<file path="config.mk">
export PLATFORM = sky130hd
export DESIGN_NAME = tmr_pin_ctrl
export DESIGN_NICKNAME = d
export VERILOG_FILES = /design/src/rtl/tmr_pin_pkg.sv /design/src/rtl/tmr_pin_cfg.sv /design/src/rtl/tmr_pin_route.sv /design/src/rtl/tmr_pin_latch.sv /design/src/rtl/tmr_pin_ctrl.sv
export SDC_FILE = /design/constraint.sdc
export NUM_CORES = 1
export LEC_CHECK = 0
export ABC_AREA = 1
export BUFFER_PORTS_ARGS = -buffer_cell sky130_fd_sc_hd__buf_2
export CAP_MARGIN = 40
export CORE_MARGIN = 10
export CORE_UTILIZATION = 49
export DETAILED_ROUTE_END_ITERATION = 16
export GPL_TIMING_DRIVEN = 0
export PLACE_DENSITY = 0.81
export SYNTH_ARGS = -nofsm -noshare
export SYNTH_HDL_FRONTEND = slang
export SYNTH_HIERARCHICAL = 1
export SYNTH_SLANG_ARGS = --single-unit
</file>
<file path="constraint.sdc">
create_clock -name clk -period 1.5 [get_ports clk]
set_input_delay 0.15 -clock clk [delete_from_list [all_inputs] [get_ports clk]]
set_output_delay 0.15 -clock clk [all_outputs]
set_load 0.005 [all_outputs]
</file>
<file path="src/rtl/tmr_pin_pkg.sv">
// Shared helpers for the timer output pin controller.
// Assumes channel indices fit the select field width chosen by the top.
package tmr_pin_pkg;

    // Kind of update a latch receives in one cycle.
    typedef enum logic [1:0] {
        UPD_NONE = 2'd0,
        UPD_SET  = 2'd1,
        UPD_CLR  = 2'd2,
        UPD_TGL  = 2'd3
    } upd_kind_e;

    // True when master index m may drive slave channel c under mask mm.
    function automatic logic pair_ok(input int m, input int c, input logic [31:0] mm);
        return (m < c) && (m >= 0) && mm[m];
    endfunction

endpackage

</file>
<file path="src/rtl/tmr_pin_cfg.sv">
// Configuration register bank: mode, polarity, enable and master select
// for every channel, all loaded together on one write strobe.
// Assumes software only loads legal master pairings for combination mode.
module tmr_pin_cfg #(
    parameter int N_CH = 7,
    parameter int SELW = 3,
    parameter logic [N_CH-1:0] MASTER_MASK = 7'b0010101
) (
    input  logic                 clk,
    input  logic                 rst_n,
    input  logic                 we_i,
    input  logic [N_CH-1:0]      mode_i,
    input  logic [N_CH-1:0]      pol_i,
    input  logic [N_CH-1:0]      oen_i,
    input  logic [N_CH*SELW-1:0] msel_i,
    output logic [N_CH-1:0]      mode_q,
    output logic [N_CH-1:0]      pol_q,
    output logic [N_CH-1:0]      oen_q,
    output logic [N_CH*SELW-1:0] msel_q
);

    // Hold the configuration; cleared on reset, replaced on each strobe.
    always_ff @(posedge clk) begin
        if (!rst_n) begin
            mode_q <= '0;
            pol_q  <= '0;
            oen_q  <= '0;
            msel_q <= '0;
        end else if (we_i) begin
            mode_q <= mode_i;
            pol_q  <= pol_i;
            oen_q  <= oen_i;
            msel_q <= msel_i;
        end
    end

    for (genvar c = 0; c < N_CH; c++) begin : g_chk
        // a combination-mode channel must point at a legal lower master.
        a_r10_legal_pair: assert property (@(posedge clk) disable iff (!rst_n)
            mode_q[c] |-> tmr_pin_pkg::pair_ok(int'(msel_q[c*SELW +: SELW]), c,
                                               32'(MASTER_MASK)));
    end

endmodule

</file>
<file path="src/rtl/tmr_pin_route.sv">
// Event router for one channel: turns its own event and the selected
// master's event into a set, clear or toggle request.
// Assumes events are single-cycle pulses; the clear beats the set.
module tmr_pin_route #(
    parameter int N_CH = 7,
    parameter int SELW = 3,
    parameter int CH   = 0
) (
    input  logic [N_CH-1:0]  evt_i,
    input  logic             mode_i,
    input  logic             pol_i,
    input  logic [SELW-1:0]  msel_i,
    output tmr_pin_pkg::upd_kind_e upd_o
);
    import tmr_pin_pkg::*;

    logic mst_evt;
    logic slv_evt;
    logic set_req;
    logic clr_req;

    // Pick the master's event; out-of-range selects give no event.
    always_comb begin
        mst_evt = 1'b0;
        for (int k = 0; k < N_CH; k++) begin
            if (int'(msel_i) == k) mst_evt = evt_i[k];
        end
        slv_evt = evt_i[CH];
    end

    // Map events to a request; the polarity swaps set and clear.
    always_comb begin
        set_req = pol_i ? slv_evt : mst_evt;
        clr_req = pol_i ? mst_evt : slv_evt;
        if (!mode_i)
            upd_o = slv_evt ? UPD_TGL : UPD_NONE;
        else if (clr_req)
            upd_o = UPD_CLR;
        else if (set_req)
            upd_o = UPD_SET;
        else
            upd_o = UPD_NONE;
    end

endmodule

</file>
<file path="src/rtl/tmr_pin_latch.sv">
// Output latch for one channel. The enable bit decides ownership:
// timer requests when set, software writes when clear.
// Assumes the request arrives already prioritised by the router.
module tmr_pin_latch (
    input  logic                   clk,
    input  logic                   rst_n,
    input  logic                   oen_i,
    input  tmr_pin_pkg::upd_kind_e upd_i,
    input  logic                   we_i,
    input  logic                   wd_i,
    output logic                   q_o
);
    import tmr_pin_pkg::*;

    // Update the pin level from the current owner of the latch.
    always_ff @(posedge clk) begin
        if (!rst_n) begin
            q_o <= 1'b0;
        end else if (oen_i) begin
            unique case (upd_i)
                UPD_SET:  q_o <= 1'b1;
                UPD_CLR:  q_o <= 1'b0;
                UPD_TGL:  q_o <= ~q_o;
                default:  q_o <= q_o;
            endcase
        end else if (we_i) begin
            q_o <= wd_i;
        end
    end

    // with events owning the latch and no request, the level holds.
    a_r6_write_ignored: assert property (@(posedge clk) disable iff (!rst_n)
        (oen_i && upd_i == UPD_NONE) |=> $stable(q_o));
    // with software owning the latch and no write, the level holds.
    a_r7_events_blocked: assert property (@(posedge clk) disable iff (!rst_n)
        (!oen_i && !we_i) |=> $stable(q_o));
    // a software write is loaded when events do not own the latch.
    a_r7_sw_load: assert property (@(posedge clk) disable iff (!rst_n)
        (!oen_i && we_i) |=> (q_o == $past(wd_i)));
    // a toggle request inverts the level.
    a_r2_toggle: assert property (@(posedge clk) disable iff (!rst_n)
        (oen_i && upd_i == UPD_TGL) |=> (q_o != $past(q_o)));
    // a clear request drives the level low.
    a_r5_clear_low: assert property (@(posedge clk) disable iff (!rst_n)
        (oen_i && upd_i == UPD_CLR) |=> !q_o);
    // a set request drives the level high.
    a_r3_set_high: assert property (@(posedge clk) disable iff (!rst_n)
        (oen_i && upd_i == UPD_SET) |=> q_o);

endmodule

</file>
<file path="src/rtl/tmr_pin_ctrl.sv">
// Top of the timer output pin controller: configuration bank, one event
// router and one output latch per channel, and the software read path.
// Assumes events are single-cycle pulses synchronous to clk.
module tmr_pin_ctrl #(
    parameter int N_CH = 7,
    parameter logic [N_CH-1:0] MASTER_MASK = 7'b0010101,
    localparam int SELW = $clog2(N_CH)
) (
    input  logic                 clk,
    input  logic                 rst_n,
    input  logic [N_CH-1:0]      evt_i,
    input  logic                 cfg_we_i,
    input  logic [N_CH-1:0]      cfg_mode_i,
    input  logic [N_CH-1:0]      cfg_pol_i,
    input  logic [N_CH-1:0]      cfg_oen_i,
    input  logic [N_CH*SELW-1:0] cfg_msel_i,
    input  logic                 sw_we_i,
    input  logic [N_CH-1:0]      sw_wdata_i,
    output logic [N_CH-1:0]      pin_o,
    output logic [N_CH-1:0]      rd_data_o
);

    logic [N_CH-1:0]      mode_q;
    logic [N_CH-1:0]      pol_q;
    logic [N_CH-1:0]      oen_q;
    logic [N_CH*SELW-1:0] msel_q;
    logic [N_CH-1:0]      lat_q;

    tmr_pin_cfg #(
        .N_CH(N_CH), .SELW(SELW), .MASTER_MASK(MASTER_MASK)
    ) u_cfg (
        .clk(clk), .rst_n(rst_n), .we_i(cfg_we_i),
        .mode_i(cfg_mode_i), .pol_i(cfg_pol_i), .oen_i(cfg_oen_i), .msel_i(cfg_msel_i),
        .mode_q(mode_q), .pol_q(pol_q), .oen_q(oen_q), .msel_q(msel_q)
    );

    for (genvar c = 0; c < N_CH; c++) begin : g_ch
        tmr_pin_pkg::upd_kind_e upd;

        tmr_pin_route #(.N_CH(N_CH), .SELW(SELW), .CH(c)) u_route (
            .evt_i(evt_i), .mode_i(mode_q[c]), .pol_i(pol_q[c]),
            .msel_i(msel_q[c*SELW +: SELW]), .upd_o(upd)
        );

        tmr_pin_latch u_latch (
            .clk(clk), .rst_n(rst_n), .oen_i(oen_q[c]), .upd_i(upd),
            .we_i(sw_we_i), .wd_i(sw_wdata_i[c]), .q_o(lat_q[c])
        );
    end

    // Drive the pins and the read path from the same latches.
    always_comb begin
        pin_o     = lat_q;
        rd_data_o = lat_q;
    end

endmodule

</file>
==> results.txt, run 1 <==
Post-synth cell types: 19
Endpoints failing setup: 7
Synth Area in Compound Gates: 2.66%
Int Power: 2.39 mW
Pre-antenna DRT Iters: 4
Critical Path End Type: register
Violated checks: setup timing
Gate power share: 29.3%
Slowest CP cell: dfxtp_4
Slew HR: 82.8%
Max Fanout on Critical Path: 7
Critical Path AT: 1.94 ns
Post-CTS Setup Inserts: 0
Area delta synth->final: 28.4%
Leading area contributor after synthesis: dfxtp_1
CTS Root Cell: clkbuf_8
CTS buffer count: 5
Sw Pwr: 1.20 mW
Path depth of the worst reg2reg path: 15
Peak supply drop: 0.431 mV
Peak Freq: 578 MHz
Worst R2R Setup Slack: -0.23 ns
Commonest cells after routing, fill and taps aside: nand2_1 (173), inv_1 (112), nor2_1 (96), buf_2 (82), nand2_2 (40)
Initial DRC Count: 185
Layout cell share with drive strength beyond 1: 35.6%
Status: complete, but fails checks
Worst-Margin Slew: 0.259 ns
WP data required: 1.71 ns
Largest net degree at the start of global routing: 16
FP Rows: 30
Max_cap viols: 0
Routed Antenna Nets: 0
Synth Cell Area: 3520 sq um
Mux contribution to synthesized area: 0%
Switching Share: 33.4%
Minimum period implied by the final worst setup slack: 1.73 ns
Simple-gate portion of the synthesized area: 45.5%
Pins over their slew limit: 0
Worst-Skew Late Latency: 0.31 ns
# diodes: 0
Hold Buf Count CTS: 0
Fin. Hold Viols: 0
Post-Synth XOR/XNOR Area: 0%
Yosys Warn Count: 6
GPL Wtd Cong: 0.870
Worst Setup Start Kind: register
Vias in the first global route: 3891
Static Leak: 2.58 nW
WHS Endpoint: u_cfg/msel_q[13]$_SDFFE_PN0P_
Hold/Removal Path Class: primary input to register
Most used cell, CP: nand2_1
WHS Path Cells: 5
Mean post-synth cell area: 5.69 sq um
RSZ-0062 raised after global routing: true
CTS max path bufs: 2
Worst r2r dst: g_ch[6].u_latch/q_o$_SDFFE_PN0P_
Drt drc: 0
Die area: 11000 sq um
Syn nets: 693
Vias: 3765
Core Area: 6910 sq um
Post-DP HPWL: 7.15 mm
Overall Global Routing Usage: 17.2%
Hold Startpoint: cfg_msel_i[13]
Routed vias/inst: 4.74
PwrDens: 795 nW/um^2
Reg2reg start: u_cfg/msel_q[18]$_SDFFE_PN0P_
CTS tree: built
Initial Utilization: 51.0%
Crit-path cells: nor2_4, nand2_2, nand3_2, nand2_1, nand2_1, nand3_1, nand2_1, nand2_2, o21ai_2, ha_2, nand2_1, nand3_1, nand2_1, nor2_2, nor2_1
Global-route wire length before repair: 16.2 mm
CP delay by family, top: simple AND/OR/NAND/NOR gates
Initial antenna violation count: 0
Drt total wl: 10.0 mm
Die Ht: 105 um
Mapped Cells: 619
# H-tree levels: 2
Clock skew: 0.00947 ns
Slowest stage delay, CP: 0.39 ns
Number of synthesized register bits: 49
Buf+Inv Stages, Crit Path: 0
Synth area leaders: dfxtp_1 (28%), nand2_1 (23%), inv_1 (14%), nor2_1 (10%), nand3_1 (6.1%)
Seq/Total Area, Yosys: 27.9%
Clk slew on worst S/H paths: 0.10 ns
Die Wd: 105 um
CP Class: register to register
Ports: 74
Final Non-Filler Cells: 795
DR WL/cell: 12.6 um
Top-area cell type share of the netlist area: 27.9%
Final Net Count: 772
Final worst-path cycle share: 115%
Setup ws final: -0.229 ns
Final total power: 3.60 mW
Adder-cell share of the synthesized area: 4.97%
Total gr overflow: 0
Clk pwr share: 28.3%
Largest family of logic cells by synthesized area: simple AND/OR/NAND/NOR gates
Sequential Power Share: 42.3%
I/O Buffers: 72
Placed insts: 787
Clock sink total: 49
Commonest non-fill, non-tap cell in the layout: nand2_1
[flip-flops by register name, indices dropped and copies added, names as in the netlist]
signal / flops
u_cfg/oen_q: 7
g_ch.u_latch/q_o: 7
u_cfg/pol_q: 7
u_cfg/mode_q: 7
u_cfg/msel_q: 21
[repair_timing]
action,4_1_cts,5_1_grt
pin swaps,64,56
resized for setup,35,85
setup endpoints to repair,7,7
[cell usage after synthesis]
library cell  instances
nand2_1             214
inv_1               133
nor2_1               98
dfxtp_1              49
nand3_1              43
nand3_2              18
ha_1                 14
buf_4                11
buf_2                10
inv_2                 9
o21a_1                6
o21ai_1               6
o21ai_0               2
clkinv_1              1
nand3_4               1
nand3b_1              1
nor2_2                1
nor3_1                1
o21ai_2               1
[power by group through the flow]
stage / Clock [mW] / Sequential [mW] / Combinational (mW)
3_3_place_gp: 0 / 1.53 / 0.827
6_report: 1.02 / 1.52 / 1.05
2_1_floorplan: 0 / 1.52 / 0.601
3_5_place_dp: 0 / 1.54 / 0.869
5_1_grt: 1.09 / 1.54 / 1.19
4_1_cts: 1.06 / 1.51 / 0.911
[cell type report]
| type | count | area, sq um |
|---|---|---|
| buffer | 21 | 133 |
| clock buffer | 6 | 82.6 |
| clock inverter | 2 | 37.5 |
| fill | 670 | 2380 |
| inverter | 143 | 552 |
| multi-input combinational | 406 | 2220 |
| sequential | 49 | 1020 |
| tap | 96 | 120 |
| timing repair buffer | 72 | 360 |
[how the worst max path moves through the flow]
| stage | from | endpoint | cells past startpoint |
|---|---|---|---|
| final | u_cfg/msel_q[18]$_SDFFE_PN0P_ | g_ch[6].u_latch/q_o$_SDFFE_PN0P_ | 15 |
| after global routing | u_cfg/msel_q[18]$_SDFFE_PN0P_ | g_ch[6].u_latch/q_o$_SDFFE_PN0P_ | 15 |
| after CTS | u_cfg/msel_q[19]$_SDFFE_PN0P_ | g_ch[6].u_latch/q_o$_SDFFE_PN0P_ | 15 |
| after detailed placement | evt_i[1] | g_ch[1].u_latch/q_o$_SDFFE_PN0P_ | 15 |
| after global placement | evt_i[1] | g_ch[1].u_latch/q_o$_SDFFE_PN0P_ | 14 |
| after floorplan | u_cfg/msel_q[18]$_SDFFE_PN0P_ | g_ch[6].u_latch/q_o$_SDFFE_PN0P_ | 16 |
[stage by stage]
| stage | TNS (ns) | setup WS, ns | instance area [sq um] | hold slack, ns | utilization [%] |
|---|---|---|---|---|---|
| floorplan | -0.0495 | -0.0495 | 3540 | 0.276 | - |
| global placement | -0.911 | -0.166 | 4020 | 0.433 | 58.2 |
| finish | -1.05 | -0.229 | 4520 | 0.118 | 65.5 |
| CTS | -1.16 | -0.228 | 4250 | 0.112 | 61.5 |
| detailed placement | -1.40 | -0.232 | 4020 | 0.440 | 58.2 |
| global route | -1.89 | -0.393 | 4520 | 0.129 | 65.5 |
[per-layer routing]
layer / up-vias / GRT usage [%] / part of all wire, %
met1: 1688 / 17.9 / 39
met5: - / 0 / 0
met3: 21 / 3.62 / 6.3
li1: 1955 / - / -
met4: 0 / 6.96 / 2.1
met2: 101 / 32.6 / 53
[kinds of logic (layout without fill, tap and decap cells)]
group                      count (synthesis)  after routing
DFF                                       49             49
AOI/OAI and AO/OA                         15             15
and+or+nand+nor                          377            377
adders and majority gates                 14             14
buffers and inverters                    164            244
[worst min-delay path, stage by stage]
cell	delay, ns
buf_2	0.09
inv_1	0.04
nand2_1	0.04
nand2_1	0.05
nor2_1	0.03
No activity file was read; power rests on OpenSTA's default activity.
==> run 2, diff against run 1 <==
- REMOVE_ABC_BUFFERS: unset -> 1
==> results.txt, run 2 (synthesis results as in run 1) <==
CTS Root Cell: clkbuf_8
Worst R2R Setup Slack: -0.21 ns (+0.02 ns)
FP Rows: 30 (unchanged)
Fin. Hold Viols: 0 (unchanged)
Largest net degree at the start of global routing: 44 (+28)
CTS buffer count: 5 (unchanged)
Routed Antenna Nets: 0 (unchanged)
Most flop-heavy register: u_cfg/msel_q
Minimum period implied by the final worst setup slack: 1.71 ns (-0.0178 ns)
Commonest cells after routing, fill and taps aside: nand2_1 (173), inv_1 (117), nor2_1 (98), buf_2 (73), nand2_2 (40)
Path depth of the worst reg2reg path: 17 (+2)
Violated checks: setup timing
CTS tree: built
Endpoints failing setup: 7 (unchanged)
WHS Endpoint: u_cfg/msel_q[0]$_SDFFE_PN0P_
Max_cap viols: 0 (unchanged)
Initial antenna violation count: 0 (unchanged)
DR WL/cell: 11.4 um (-9.7%)
Slowest stage delay, CP: 0.40 ns (about the same)
# diodes: 0 (unchanged)
Overall Global Routing Usage: 15.1% (-2.1 points)
Core Area: 6910 sq um (unchanged)
Die Ht: 105 um (unchanged)
RSZ-0062 raised after global routing: true
Slowest CP cell: dfxtp_4
I/O Buffers: 73 (+1.4%)
Clock skew: 0.0119 ns (+0.00246 ns)
Layout cell share with drive strength beyond 1: 31.4% (-4.2 points)
Fill cell count: 672 (+0.30%)
Hold Buf Count CTS: 0 (unchanged)
Slew HR: 50.0% (-33 points)
Setup ws final: -0.211 ns (+0.0178 ns)
Pins over their slew limit: 0 (unchanged)
Clk slew on worst S/H paths: 0.09 ns (about the same)
Worst-Margin Slew: 0.751 ns (+0.492 ns)
Worst slack at placement: -0.317 ns (-0.0852 ns)
Most used cell, CP: nand2_2
WP data required: 1.70 ns (about the same)
Crit-path cells: inv_2, nand3_2, nand3_1, nand2_1, nand2_2, nand3_2, nand2_2, nand2_4, nand2_2, inv_2, inv_2, ha_4, nand3_2, nand2_2, nand2_2, nand2_1, nor2_1
Worst r2r dst: g_ch[6].u_latch/q_o$_SDFFE_PN0P_
Worst-Skew Late Latency: 0.30 ns (about the same)
Area delta synth->final: 24.1%
Final worst-path cycle share: 114% (-1.2 points)
GPL Wtd Cong: 0.820 (-5.8%)
Initial Utilization: 51.0% (unchanged)
Final Net Count: 754 (-2.3%)
Critical Path AT: 1.91 ns (-0.03 ns)
Static Leak: 2.50 nW (-2.8%)
Die area: 11000 sq um (unchanged)
Reg2reg start: u_cfg/msel_q[19]$_SDFFE_PN0P_
Max FFs per register: 21 (unchanged)
Pre-antenna DRT Iters: 5 (+1)
Initial DRC Count: 136 (-26%)
Die Wd: 105 um (unchanged)
Global-route wire length before repair: 14.6 mm (-10%)
Commonest non-fill, non-tap cell in the layout: nand2_1
Routed vias/inst: 4.65 (-1.8%)
CP Class: register to register
Max Fanout on Critical Path: 5 (-2)
Ports: 74 (unchanged)
Vias in the first global route: 3475 (-11%)
PwrDens: 745 nW/um^2 (-6.2%)
Worst Setup Start Kind: register
# H-tree levels: 2 (unchanged)
Drt total wl: 8.84 mm (-12%)
WHS Path Cells: 5 (unchanged)
Critical Path End Type: register
Hold Startpoint: cfg_msel_i[0]
Peak supply drop: 0.385 mV (-11%)
Vias: 3612 (-4.1%)
Peak Freq: 584 MHz (+1.0%)
Total gr overflow: 0 (unchanged)
Setup_tns: -0.965 ns (+0.0888 ns)
Hold/Removal Path Class: primary input to register
Clock sink total: 49 (unchanged)
CTS max path bufs: 2 (unchanged)
Drt drc: 0 (unchanged)
Status: complete, but fails checks
Post-CTS Setup Inserts: 0 (unchanged)
Post-DP HPWL: 6.22 mm (-13%)
[run 2: cell types whose count changed in the layout (fill, tap and decap cells not counted), moves of 4 or more]
cell,delta
ha_1,+4
buf_2,-9
inv_1,+5
buf_4,-11
inv_2,-5
[run 2: metrics by stage]
| step | std cells | total power, mW | cell area (sq um) | util (%) | hold WS [ns] |
|---|---|---|---|---|---|
| after floorplan | 598 | 2.04 | 3390 | - | 0.270 |
| after global placement | 767 | 2.29 | 3870 | 56.1 | 0.431 |
| after detailed placement | 769 | 2.35 | 3920 | 56.8 | 0.439 |
| after CTS | 777 | 3.17 | 4120 | 59.6 | 0.118 |
| after global routing | 777 | 3.51 | 4370 | 63.3 | 0.133 |
| final | 777 | 3.26 | 4370 | 63.3 | 0.124 |
[run 2: critical path, delay by kind of cell (launching register included)]
family | cells | cell delay (ns)
flops | 1 | 0.40
fa+ha+maj | 1 | 0.25
buf+inv | 3 | 0.17
simple gates | 13 | 0.78
[run 2: area by class of cell]
class	count	area [sq um]	share of cell area, %
multi-input combinational	406	2190	50.1
sequential	49	1020	23.3
tap	96	120	2.75
inverter	143	552	12.6
timing repair buffer	75	413	9.44
clock buffer	8	80.1	1.83
[run 2: per-layer routing]
| metal | global-route usage [%] | up-vias | wire, um |
|---|---|---|---|
| met5 | 0 | - | 0 |
| met4 | 5.20 | 0 | 127 |
| met3 | 3.93 | 15 | 484 |
| met2 | 27.0 | 75 | 4390 |
| met1 | 16.8 | 1605 | 3840 |
| li1 | - | 1917 | - |
[run 2: power breakdown]
part,internal [mW],switching [mW],total [mW]
Combinational,0.411,0.565,0.975
Clock,0.333,0.432,0.765
Sequential,1.40,0.117,1.52
Total,2.14,1.11,3.26
[run 2: worst max-delay path by stage]
stage	end	slack (ns)	startpoint
floorplan	g_ch[6].u_latch/q_o$_SDFFE_PN0P_	-0.12	u_cfg/msel_q[18]$_SDFFE_PN0P_
global placement	g_ch[6].u_latch/q_o$_SDFFE_PN0P_	-0.24	u_cfg/msel_q[18]$_SDFFE_PN0P_
global route	g_ch[6].u_latch/q_o$_SDFFE_PN0P_	-0.41	u_cfg/msel_q[18]$_SDFFE_PN0P_
CTS	g_ch[6].u_latch/q_o$_SDFFE_PN0P_	-0.20	u_cfg/msel_q[18]$_SDFFE_PN0P_
finish	g_ch[6].u_latch/q_o$_SDFFE_PN0P_	-0.21	u_cfg/msel_q[19]$_SDFFE_PN0P_
detailed placement	g_ch[6].u_latch/q_o$_SDFFE_PN0P_	-0.32	u_cfg/msel_q[18]$_SDFFE_PN0P_
[run 2: repair_timing]
| action | 4_1_cts | 5_1_grt |
|---|---|---|
| setup endpoints to repair | 7 | 7 |
| pin swaps | 52 | 53 |
| resized for setup | 43 | 81 |
